<file path="src/rtl/tcmp_pkg.sv">
package tcmp_pkg;

    typedef enum logic [1:0] {
        CH_OFF    = 2'd0,
        CH_LOADED = 2'd1,
        CH_WAIT   = 2'd2,
        CH_ARMED  = 2'd3
    } ch_state_e;

    localparam int unsigned CTL_W       = 8;
    localparam int unsigned CTL_DRE     = 0;
    localparam int unsigned CTL_MODE_LO = 2;
    localparam int unsigned CTL_MODE_HI = 5;
    localparam int unsigned CTL_IE      = 6;
    localparam int unsigned CTL_FLAG    = 7;
    localparam int unsigned MODE_W      = CTL_MODE_HI - CTL_MODE_LO + 1;

    localparam logic [MODE_W-1:0] MODE_OFF    = 4'h0;
    localparam logic [MODE_W-1:0] MODE_TOGGLE = 4'h5;
    localparam logic [MODE_W-1:0] MODE_PULSE  = 4'hF;

endpackage

</file>
<file path="src/rtl/tcmp_window.sv">
// Wrap-safe match window: hit when cmp lies in (prev, cur] modulo 2^CNT_W.
module tcmp_window #(
    parameter int unsigned CNT_W = 32
) (
    input  logic             clk,
    input  logic             rst_n,
    input  logic             prev_ok_i,
    input  logic [CNT_W-1:0] prev_i,
    input  logic [CNT_W-1:0] cur_i,
    input  logic [CNT_W-1:0] cmp_i,
    output logic             hit_o
);

    logic [CNT_W-1:0] d_cmp;
    logic [CNT_W-1:0] d_cur;

    always_comb begin
        d_cmp = cmp_i - prev_i;
        d_cur = cur_i - prev_i;
        hit_o = prev_ok_i && (d_cmp != '0) && (d_cmp <= d_cur);
    end

    // a counter that did not move cannot produce a match
    p_still_no_hit_r3: assert property (@(posedge clk) disable iff (!rst_n)
        (cur_i == prev_i) |-> !hit_o);

endmodule

</file>
<file path="src/rtl/tcmp_channel.sv">
module tcmp_channel
    import tcmp_pkg::*;
#(
    parameter int unsigned CNT_W = 32
) (
    input  logic              clk,
    input  logic              rst_n,
    input  logic              hit_i,
    input  logic              ctl_we_i,
    input  logic              wr_clr_i,
    input  logic              wr_ie_i,
    input  logic [MODE_W-1:0] wr_mode_i,
    input  logic              wr_dre_i,
    input  logic              cmp_we_i,
    input  logic [CNT_W-1:0]  cmp_wdata_i,
    output logic [CNT_W-1:0]  act_cmp_o,
    output logic [CTL_W-1:0]  ctl_o,
    output logic              flag_o,
    output logic              irq_o,
    output logic              dma_o,
    output logic              pin_o
);

    ch_state_e         state_q, state_d;
    logic [CNT_W-1:0]  act_q, buf_q;
    logic              buf_v_q;
    logic [MODE_W-1:0] mode_q;
    logic              ie_q, dre_q, flag_q, pin_q;

    logic wr_on, wr_off, fire;

    assign wr_on  = ctl_we_i && (wr_mode_i != MODE_OFF);
    assign wr_off = ctl_we_i && (wr_mode_i == MODE_OFF);
    assign fire   = hit_i && (state_q == CH_ARMED);

    // next-state logic
    always_comb begin
        state_d = state_q;
        unique case (state_q)
            CH_OFF: begin
                if (wr_on)         state_d = cmp_we_i ? CH_ARMED : CH_WAIT;
                else if (cmp_we_i) state_d = CH_LOADED;
            end
            CH_LOADED: begin
                if (wr_on)         state_d = CH_ARMED;
            end
            CH_WAIT: begin
                if (wr_off)        state_d = CH_OFF;
                else if (cmp_we_i) state_d = CH_ARMED;
            end
            CH_ARMED: begin
                if (wr_off)        state_d = CH_OFF;
                else if (fire && !buf_v_q && !cmp_we_i) state_d = CH_WAIT;
            end
            default:               state_d = CH_OFF;
        endcase
    end

    // state register
    always_ff @(posedge clk or negedge rst_n) begin
        if (!rst_n) state_q <= CH_OFF;
        else        state_q <= state_d;
    end

    // datapath and outputs
    always_ff @(posedge clk or negedge rst_n) begin
        if (!rst_n) begin
            act_q   <= '0;
            buf_q   <= '0;
            buf_v_q <= 1'b0;
            mode_q  <= MODE_OFF;
            ie_q    <= 1'b0;
            dre_q   <= 1'b0;
            flag_q  <= 1'b0;
            pin_q   <= 1'b0;
        end else begin
            // compare double buffer
            unique case (state_q)
                CH_OFF, CH_WAIT: begin
                    if (cmp_we_i) act_q <= cmp_wdata_i;
                end
                CH_LOADED: begin
                    if (cmp_we_i) begin
                        buf_q   <= cmp_wdata_i;
                        buf_v_q <= 1'b1;
                    end
                end
                CH_ARMED: begin
                    if (fire) begin
                        if (cmp_we_i)     act_q <= cmp_wdata_i;
                        else if (buf_v_q) act_q <= buf_q;
                        buf_v_q <= 1'b0;
                    end else if (cmp_we_i) begin
                        buf_q   <= cmp_wdata_i;
                        buf_v_q <= 1'b1;
                    end
                end
                default: ;
            endcase
            if (wr_off && (state_q == CH_WAIT || state_q == CH_ARMED))
                buf_v_q <= 1'b0;

            // control fields
            if (ctl_we_i) begin
                mode_q <= wr_mode_i;
                ie_q   <= wr_ie_i;
                dre_q  <= wr_dre_i;
            end

            // event flag: set wins over write-one-to-clear
            if (fire)                      flag_q <= 1'b1;
            else if (ctl_we_i && wr_clr_i) flag_q <= 1'b0;

            // output pin
            if (state_d == CH_OFF || state_d == CH_LOADED)
                pin_q <= 1'b0;
            else if (fire) begin
                if (mode_q == MODE_PULSE)       pin_q <= 1'b1;
                else if (mode_q == MODE_TOGGLE) pin_q <= ~pin_q;
            end else if (mode_q == MODE_PULSE)
                pin_q <= 1'b0;
        end
    end

    assign act_cmp_o = act_q;
    assign ctl_o     = {flag_q, ie_q, mode_q, 1'b0, dre_q};
    assign flag_o    = flag_q;
    assign irq_o     = flag_q & ie_q;
    assign dma_o     = flag_q & dre_q;
    assign pin_o     = pin_q;

    // a match always leaves the flag set
    p_fire_sets_flag_r4: assert property (@(posedge clk) disable iff (!rst_n)
        fire |=> flag_q);

    // pulse lasts a single cycle
    p_pulse_one_cycle_r6: assert property (@(posedge clk) disable iff (!rst_n)
        (pin_q && mode_q == MODE_PULSE && !fire && !ctl_we_i) |=> !pin_q);

    // toggle mode inverts the pin on each match
    p_toggle_flip_r7: assert property (@(posedge clk) disable iff (!rst_n)
        (fire && mode_q == MODE_TOGGLE && !ctl_we_i) |=> (pin_q != $past(pin_q)));

    // a disabled channel keeps its pin low
    p_off_pin_low_r11: assert property (@(posedge clk) disable iff (!rst_n)
        (state_q == CH_OFF || state_q == CH_LOADED) |-> !pin_q);

endmodule

</file>
<file path="src/rtl/tcmp_bank.sv">
module tcmp_bank
    import tcmp_pkg::*;
#(
    parameter int unsigned NCH    = 4,
    parameter int unsigned CNT_W  = 32,
    parameter int unsigned DATA_W = 32,
    localparam int unsigned CH_W  = (NCH > 1) ? $clog2(NCH) : 1
) (
    input  logic              clk,
    input  logic              rst_n,
    input  logic [CNT_W-1:0]  cnt_i,
    input  logic              wr_en,
    input  logic [CH_W-1:0]   wr_ch,
    input  logic              wr_sel,
    input  logic [DATA_W-1:0] wr_data,
    input  logic [CH_W-1:0]   rd_ch,
    input  logic              rd_sel,
    output logic [DATA_W-1:0] rd_data,
    output logic [NCH-1:0]    pin_o,
    output logic [NCH-1:0]    irq_o,
    output logic [NCH-1:0]    dma_req_o,
    output logic [NCH-1:0]    flags_o
);

    logic [CNT_W-1:0] prev_q;
    logic             prev_ok_q;

    always_ff @(posedge clk or negedge rst_n) begin
        if (!rst_n) begin
            prev_q    <= '0;
            prev_ok_q <= 1'b0;
        end else begin
            prev_q    <= cnt_i;
            prev_ok_q <= 1'b1;
        end
    end

    logic [CNT_W-1:0] act_arr [NCH];
    logic [CTL_W-1:0] ctl_arr [NCH];

    for (genvar i = 0; i < NCH; i++) begin : g_ch
        logic sel_ch, hit;

        assign sel_ch = wr_en && (wr_ch == CH_W'(i));

        tcmp_window #(.CNT_W(CNT_W)) u_win (
            .clk       (clk),
            .rst_n     (rst_n),
            .prev_ok_i (prev_ok_q),
            .prev_i    (prev_q),
            .cur_i     (cnt_i),
            .cmp_i     (act_arr[i]),
            .hit_o     (hit)
        );

        tcmp_channel #(.CNT_W(CNT_W)) u_ch (
            .clk         (clk),
            .rst_n       (rst_n),
            .hit_i       (hit),
            .ctl_we_i    (sel_ch && !wr_sel),
            .wr_clr_i    (wr_data[CTL_FLAG]),
            .wr_ie_i     (wr_data[CTL_IE]),
            .wr_mode_i   (wr_data[CTL_MODE_HI:CTL_MODE_LO]),
            .wr_dre_i    (wr_data[CTL_DRE]),
            .cmp_we_i    (sel_ch && wr_sel),
            .cmp_wdata_i (wr_data[CNT_W-1:0]),
            .act_cmp_o   (act_arr[i]),
            .ctl_o       (ctl_arr[i]),
            .flag_o      (flags_o[i]),
            .irq_o       (irq_o[i]),
            .dma_o       (dma_req_o[i]),
            .pin_o       (pin_o[i])
        );
    end

    always_comb begin
        rd_data = '0;
        for (int i = 0; i < NCH; i++) begin
            if (rd_ch == CH_W'(i))
                rd_data = rd_sel ? DATA_W'(act_arr[i]) : DATA_W'(ctl_arr[i]);
        end
    end

    // a request never appears without its flag
    p_irq_has_flag_r5: assert property (@(posedge clk) disable iff (!rst_n)
        (irq_o & ~flags_o) == '0);
    p_dma_has_flag_r5: assert property (@(posedge clk) disable iff (!rst_n)
        (dma_req_o & ~flags_o) == '0);

endmodule

</file>
<file path="config.mk">
export PLATFORM = sky130hd
export DESIGN_NAME = tcmp_bank
export DESIGN_NICKNAME = d
export VERILOG_FILES = /design/src/rtl/tcmp_pkg.sv /design/src/rtl/tcmp_window.sv /design/src/rtl/tcmp_channel.sv /design/src/rtl/tcmp_bank.sv
export SDC_FILE = /design/constraint.sdc
export NUM_CORES = 1
export LEC_CHECK = 0
export BUFFER_PORTS_ARGS = -buffer_cell sky130_fd_sc_hd__buf_2
export CAP_MARGIN = 20
export CORE_MARGIN = 10
export CORE_UTILIZATION = 40
export CTS_BUF_LIST = sky130_fd_sc_hd__clkbuf_16
export DETAILED_ROUTE_END_ITERATION = 6
export PLACE_DENSITY_LB_ADDON = 0.3
export REMOVE_ABC_BUFFERS = 1
export SLEW_MARGIN = 10
export SYNTH_ARGS = -nofsm -noshare
export SYNTH_HDL_FRONTEND = slang
export SYNTH_HIERARCHICAL = 1
export SYNTH_SLANG_ARGS = --single-unit
export TNS_END_PERCENT = 5
</file>
<file path="constraint.sdc">
create_clock -name clk -period 5.7 [get_ports clk]
set_clock_uncertainty 0.05 [all_clocks]
set_input_delay 0.285 -clock clk [delete_from_list [all_inputs] [get_ports clk]]
set_output_delay 0.285 -clock clk [all_outputs]
set_load 0.005 [all_outputs]
</file>
==> results of run 1 <==
## critical path: cells and delay by family, from the launching register on
family | cells | cell delay (ns)
flip-flops | 1 | 0.47
AND/OR/NAND/NOR | 4 | 0.97
AO/OA/AOI/OAI | 15 | 2.75
XOR/XNOR | 1 | 0.24
adder cells (fa/ha/maj) | 2 | 0.49
buffers and inverters | 5 | 0.73
## where the power goes
| part | switching, µW | internal (µW) |
|---|---|---|
| clock network | 1060 | 1340 |
| logic | 6470 | 6090 |
| registers | 1140 | 3270 |
| total | 8660 | 10700 |
## flip-flops by register name, indices dropped and copies added, names as in the netlist
register / cells
g_ch.u_ch/act_cmp_o: 128
g_ch.u_ch/buf_q: 128
g_ch.u_ch/buf_v_q: 4
g_ch.u_ch/dre_q: 4
g_ch.u_ch/flag_o: 4
g_ch.u_ch/ie_q: 4
g_ch.u_ch/mode_q: 16
g_ch.u_ch/pin_o: 4
g_ch.u_ch/state_q: 8
prev_ok_q: 1
prev_q: 32
## logic make-up after synthesis
| logic type | Yosys count |
|---|---|
| AO/OA/AOI/OAI | 1026 |
| XOR/XNOR | 190 |
| adder cells (fa/ha/maj) | 384 |
| buffers and inverters | 336 |
| flip-flops | 333 |
| multiplexers | 337 |
| other | 5 |
| AND/OR/NAND/NOR | 955 |
## metal layers
metal / up-vias / wire [µm] / global-route usage (%)
met2: 911 / 52000 / 35.8
met5: - / 27 / 0
met4: 4 / 4710 / 7.50
li1: 14300 / - / -
met1: 14600 / 52800 / 31.3
met3: 193 / 6410 / 2.96
## cell usage in the layout (no fill, tap or decap), types with 32 or more instances in the layout
master	netlist	routed
mux2_2	42	40
a21o_1	130	130
xor2_1	98	97
and2_1	68	67
buf_2	32	119
xnor2_1	91	88
and3_1	39	35
o21ai_0	257	192
o21ai_1	42	68
mux4_2	34	34
buf_4	22	484
nand3_1	49	47
clkbuf_16	0	50
a21oi_2	4	32
mux2i_1	135	135
nor2b_1	43	41
a21oi_1	251	221
o21a_1	57	56
dfrtp_1	333	324
nand2_1	304	272
mux2_4	120	122
o21ai_2	0	34
inv_1	212	206
nor3_1	51	51
nand2b_1	57	57
ha_1	376	359
nor2_1	165	161
nand4_1	40	40
## final timing paths
path / start / endpoint / slack (ns) / cells past startpoint
max in group asynchronous: rst_n / g_ch[0].u_ch/buf_q[29] / 4.00 / 3
min: wr_data[12] / g_ch[1].u_ch/buf_q[12] / 0.02 / 2
max: prev_q[8] / g_ch[3].u_ch/pin_o / -0.09 / 27
max reg2reg: prev_q[8] / g_ch[3].u_ch/pin_o / -0.09 / 27
min reg2reg: g_ch[0].u_ch/buf_q[3] / g_ch[0].u_ch/buf_q[3] / 0.45 / 1
min in group asynchronous: rst_n / g_ch[2].u_ch/state_q[1] / 0.25 / 2
## cell type report
class / instances / area (µm²)
Multi-Input combinational cell: 2898 / 23800
Clock inverter: 29 / 204
Timing Repair Buffer: 668 / 5270
Clock buffer: 39 / 976
Sequential cell: 333 / 8340
Antenna cell: 3 / 7.51
Fill cell: 7525 / 39900
Tap cell: 1060 / 1330
Inverter: 212 / 798
## what timing repair did
| action | CTS | global route |
|---|---|---|
| hold buffers | 24 | 0 |
| buffers inserted | 18 | 18 |
| endpoints found under the setup margin | 263 | 263 |
| cloned | 3 | 18 |
| pin swaps | 59 | 119 |
| resized for setup | 103 | 250 |
| hold endpoints to repair | 110 | 0 |
## through the flow
stage	util [%]	hold slack [ns]	power, µW	cell area, µm²
global route	50.5	0.0236	20800	40700
CTS	48.8	0.000597	18500	39400
global placement	46.3	0.294	15600	37300
detailed placement	46.3	0.294	15800	37300
floorplan	-	-0.0606	11500	31700
finish	50.5	0.0242	19400	40800
==> impl_metrics.json, run 1 <==
{
  "yosys.area.top_type_share_pct": 25.6,
  "numCtsBuffers": 39,
  "detail_route.wirelength_um": 116000,
  "design.die.area_um2": 93300,
  "grt_max_degree": 155,
  "vdd_ir_drop_max_v": 0.000295,
  "synth_compound_area_share_pct": 20.4,
  "rsz0062_at_grt": "yes",
  "detailedRoute.firstIterationViolations": 2002,
  "outcome": "complete, but fails checks",
  "detailedPlace.worstSlack_ns": -0.752,
  "cts_root_buffer": "clkbuf_16",
  "drt_pass1_iterations": 5,
  "routed_via_density": 5.72,
  "finalNonFillerCells": 5242,
  "num_vias": 30000,
  "post-route-min-period_ns": 5.79,
  "i_o_pins": 121,
  "drc": 0,
  "nets": 4609,
  "htree_num_levels": 2,
  "ctsLongestPathBuffers": 3,
  "die_height_um": 305,
  "fin_setup_tns_ns": -3.04,
  "synth_fa_ha_area_share_pct": 14.9,
  "clock_sink_count": 333,
  "critical_path.startpoint_type": "flip-flop",
  "place_congestion": 0.957,
  "postSynth.asyncResetShare_pct": 100,
  "synth_cells": 3566,
  "power_per_cell_area_nw_per_um2": 475,
  "clk-insertion-delay-late_ns": 0.57,
  "leading_cell_types_by_count_after_synthesis": "ha_1, dfrtp_1, nand2_1",
  "critical-path-top-cell-by-count": "buf_4",
  "drive_gt1_share_pct": 28.0,
  "post_synth_mux_area_share_pct": 14.0,
  "failed_checks": "setup timing",
  "post_synth_and_or_nand_nor_area_fraction_pct": 14.9,
  "critical_path.max_stage_delay_ns": 0.47,
  "worst_slew_pin_slew_ns": 0.933,
  "via_count_of_the_first_global_routing_pass": 29100,
  "portBuffers": 120,
  "mapped_area_um2": 32600,
  "start_util_pct": 40.4,
  "max_freq_mhz": 173,
  "ant_nets": 0,
  "placementRows": 104,
  "timing.final.hold_violations": 0,
  "grt_pass1_wl_um": 166000,
  "area.growth.synth_to_final_pct": 25.1,
  "report.final.slew_viol_count": 0,
  "synth_flop_cell": "dfrtp_1",
  "timing.final.setup_violations": 108,
  "synth.yosys.warnings": 6,
  "grtUsageTotal_pct": 22.5,
  "critical_path_arrival_ns": 6.22,
  "number_of_antenna_violations_at_the_first_check_in_global_routing": 14,
  "synth_edf_count": 0,
  "postSynthAreaPerCell_um2": 9.14,
  "fp.dieW_um": 305,
  "crit_slowest_cell": "dfrtp_2",
  "crit_fanout": 4,
  "postSynthRegisterBits": 333,
  "synth_top_family_by_area": "compound AO/OA/AOI/OAI gates",
  "yosys.cell_count.top_type": "ha_1",
  "detail_route.wl_per_cell_um": 22.1,
  "synthDistinctLibCells": 105,
  "critical_path_class": "flip-flop to flip-flop",
  "cts_tree": "yes",
  "hp-class": "input pin to flip-flop",
  "post-place-cells": 5094,
  "cts.reportedPaths.clkPinSlew_ns": 0.06,
  "leakage_component_of_the_power_uw": 0.0202,
  "worst_slew_margin_rel_pct": 37.8,
  "overflow": 0,
  "core_area_um2": 80700,
  "synth_top_cell_by_area": "dfrtp_1",
  "fin_crit_sh_pct": 102,
  "synth.yosys.seq_area_share_pct": 25.6,
  "cap_viol_max_count": 0,
  "critical_path_required_ns": 6.13,
  "final_critical_path_setup_slack_ns": -0.0923,
  "hpwlAfterDp_um": 86600,
  "synth_xor_xnor_area_share_pct": 5.13,
  "synth_top_cells_by_area": "dfrtp_1, ha_1, mux2_4, mux2i_1, o21ai_0",
  "critPathCaptureType": "flip-flop"
}
No activity file was read; power rests on OpenSTA's default activity.
==> run 2: changes to the inputs <==
--- a/config.mk
+++ b/config.mk
@@ -7,6 +7,7 @@
 export LEC_CHECK = 0
 export BUFFER_PORTS_ARGS = -buffer_cell sky130_fd_sc_hd__buf_2
 export CAP_MARGIN = 20
+export CORE_ASPECT_RATIO = 1.75
 export CORE_MARGIN = 10
 export CORE_UTILIZATION = 40
 export CTS_BUF_LIST = sky130_fd_sc_hd__clkbuf_16
==> run 2 against run 1 <==
Effect of this change:
- the run still ends with setup timing left
- utilization down 0.25 points
- cell area shrank 0.33%
- via count fell by 1.3%
- register-to-register slack got worse by 0.05 ns
- count of clock-buffer cells in the layout shrank 2
- non-clock buffer count rose by 56
- setup slack worse by 0.047 ns
- hold slack got worse by 0.0039 ns
- combinational power about the same
- die area increased by 0.48%
- global-route usage increased by 3.2 points
- critical path type unchanged
- largest cell class unchanged
- largest power group unchanged
- highest routed layer is now met4
==> impl_metrics.json, run 2 (synthesized netlist as in run 1, its figures left out) <==
{
  "drc": 0,
  "power_per_cell_area_nw_per_um2": 474,
  "die_height_um": 398,
  "failed_checks": "setup timing",
  "worst_slew_pin_slew_ns": 0.978,
  "met3_wirelength_um": 3770,
  "drive_gt1_share_pct": 27.1,
  "hpwlAfterDp_um": 101000,
  "detail_route.wirelength_um": 124000,
  "post-place-cells": 5149,
  "mostFrequentLayoutCell": "buf_4",
  "crit_slowest_cell": "o41a_1",
  "ctsLongestPathBuffers": 3,
  "place_congestion": 1.01,
  "met2_layer_wire_length_in_the_routed_design_um": 61800,
  "final_critical_path_setup_slack_ns": -0.139,
  "critical_path.reg2reg.endpoint": "g_ch[0].u_ch/buf_q[5]",
  "numCtsBuffers": 37,
  "worst_setup_path_startpoint": "prev_q[11]",
  "design.die.area_um2": 93700,
  "via_count_of_the_first_global_routing_pass": 30300,
  "clock_sink_count": 333,
  "grtUsageTotal_pct": 25.7,
  "fin_setup_tns_ns": -4.90,
  "detailedRoute.firstIterationViolations": 1572,
  "number_of_antenna_violations_at_the_first_check_in_global_routing": 2,
  "cap_viol_max_count": 0,
  "routed.top_layer": "met4",
  "detail_route.wl_per_cell_um": 23.6,
  "start_util_pct": 40.3,
  "fp.dieW_um": 236,
  "rsz0062_at_grt": "yes",
  "grt_max_degree": 147,
  "critical-path-top-cell-by-count": "a21o_1",
  "fillCellCount": 7749,
  "routed_via_density": 5.60,
  "overflow": 0,
  "critPathCaptureType": "flip-flop",
  "leakage_component_of_the_power_uw": 0.0203,
  "nets": 4662,
  "cts_root_buffer": "clkbuf_16",
  "portBuffers": 120,
  "critical_path_required_ns": 6.11,
  "critical_path_class": "flip-flop to flip-flop",
  "report.final.slew_viol_count": 0,
  "ant_nets": 0,
  "hp-class": "input pin to flip-flop",
  "max_freq_mhz": 171,
  "clk-insertion-delay-late_ns": 0.59,
  "register_to_register_setup_slack_ns": -0.14,
  "timing.final.hold_violations": 0,
  "critical_path_arrival_ns": 6.25,
  "critical_path.startpoint_type": "flip-flop",
  "finalNonFillerCells": 5282,
  "fin_crit_sh_pct": 102,
  "critical_path.max_stage_delay_ns": 0.49,
  "core_area_um2": 80800,
  "vdd_ir_drop_max_v": 0.000294,
  "area.growth.synth_to_final_pct": 24.7,
  "outcome": "complete, but fails checks",
  "crit_fanout": 8,
  "detail_route.wirelength.met1_um": 44000,
  "num_vias": 29600,
  "cts_tree": "yes",
  "drt_pass1_iterations": 5,
  "r2r_start": "prev_q[11]",
  "total_power_uw": 19200,
  "post-route-min-period_ns": 5.84,
  "grt_pass1_wl_um": 184000,
  "worst_slew_margin_rel_pct": 34.3,
  "i_o_pins": 121,
  "worst_r2r_path_depth": 30,
  "layout_common_cells": "buf_4, ha_1, dfrtp_1, nand2_1, o21ai_0",
  "placementRows": 138,
  "cts.reportedPaths.clkPinSlew_ns": 0.06,
  "detailedPlace.worstSlack_ns": -0.511,
  "worst_setup_path_endpoint": "g_ch[0].u_ch/buf_q[5]",
  "timing.final.setup_violations": 63,
  "htree_num_levels": 2
}
## run 2: changes by cell type in the layout (fill, tap and decap cells not counted), sizes merged
cell / delta
bufbuf: -1
a21o: -1
inv: +2
clkbuf: -13
clkinv: -7
buf: +62
clkinvlp: +4
diode: -2
dlygate4sd3: +6
## run 2: worst min-delay path by stage
stage	start	to	slack, ns	depth (start not counted)
after floorplan	rst_n	g_ch[0].u_ch/act_cmp_o[0]	-0.06	0
after global placement	rst_n	g_ch[0].u_ch/act_cmp_o[21]	0.21	1
after detailed placement	rst_n	g_ch[0].u_ch/act_cmp_o[21]	0.21	1
after CTS	wr_data[23]	g_ch[1].u_ch/buf_q[23]	0.002	2
after global routing	cnt_i[19]	prev_q[19]	0.007	2
final	cnt_i[4]	prev_q[4]	0.02	2
## run 2: per-stage QoR
stage               instance area, µm²  utilization, %  hold slack [ns]
global placement                 38000            47.0            0.214
floorplan                        31700               -          -0.0606
CTS                              40300            49.9          0.00151
detailed placement               38000            47.0            0.210
global route                     40600            50.3          0.00707
finish                           40600            50.3           0.0203
## run 2: power breakdown
| group | internal, µW | switching [µW] |
|---|---|---|
| clock | 1280 | 1080 |
| sequential | 3260 | 1240 |
| combinational | 6070 | 6310 |
## run 2: cell type report
cell class / count / area [µm²] / share of cell area (%)
Multi-Input combinational cell: 2897 / 23300 / 57.5
Sequential cell: 333 / 8340 / 20.5
Inverter: 212 / 811 / 2.00
Antenna cell: 1 / 2.50 / 0.00616
Clock buffer: 37 / 926 / 2.28
Tap cell: 1050 / 1310 / 3.23
Timing Repair Buffer: 724 / 5670 / 14.0
Clock inverter: 28 / 211 / 0.521
## run 2: critical path: cells and delay by family (launching register included)
family | cells | cell delay (ns)
compound gates | 14 | 2.27
xor+xnor | 1 | 0.17
fa+ha+maj | 2 | 0.59
buf+inv | 5 | 0.78
flops | 1 | 0.46
mux | 1 | 0.30
simple gates | 7 | 1.09
## run 2: routing by layer
layer  up-vias  global-route usage [%]
met3       338                    2.76
met2       719                    46.0
met5         -                       0
met1     14200                    25.1
li1      14400                       -
met4         0                    26.0
## run 2: what timing repair did
action,CTS,global route
pin swaps,77,24
hold endpoints to repair,107,0
hold buffers,30,0
setup endpoints to repair,262,263
buffers inserted,32,2
gates resized for setup,142,67
gates cloned,3,0
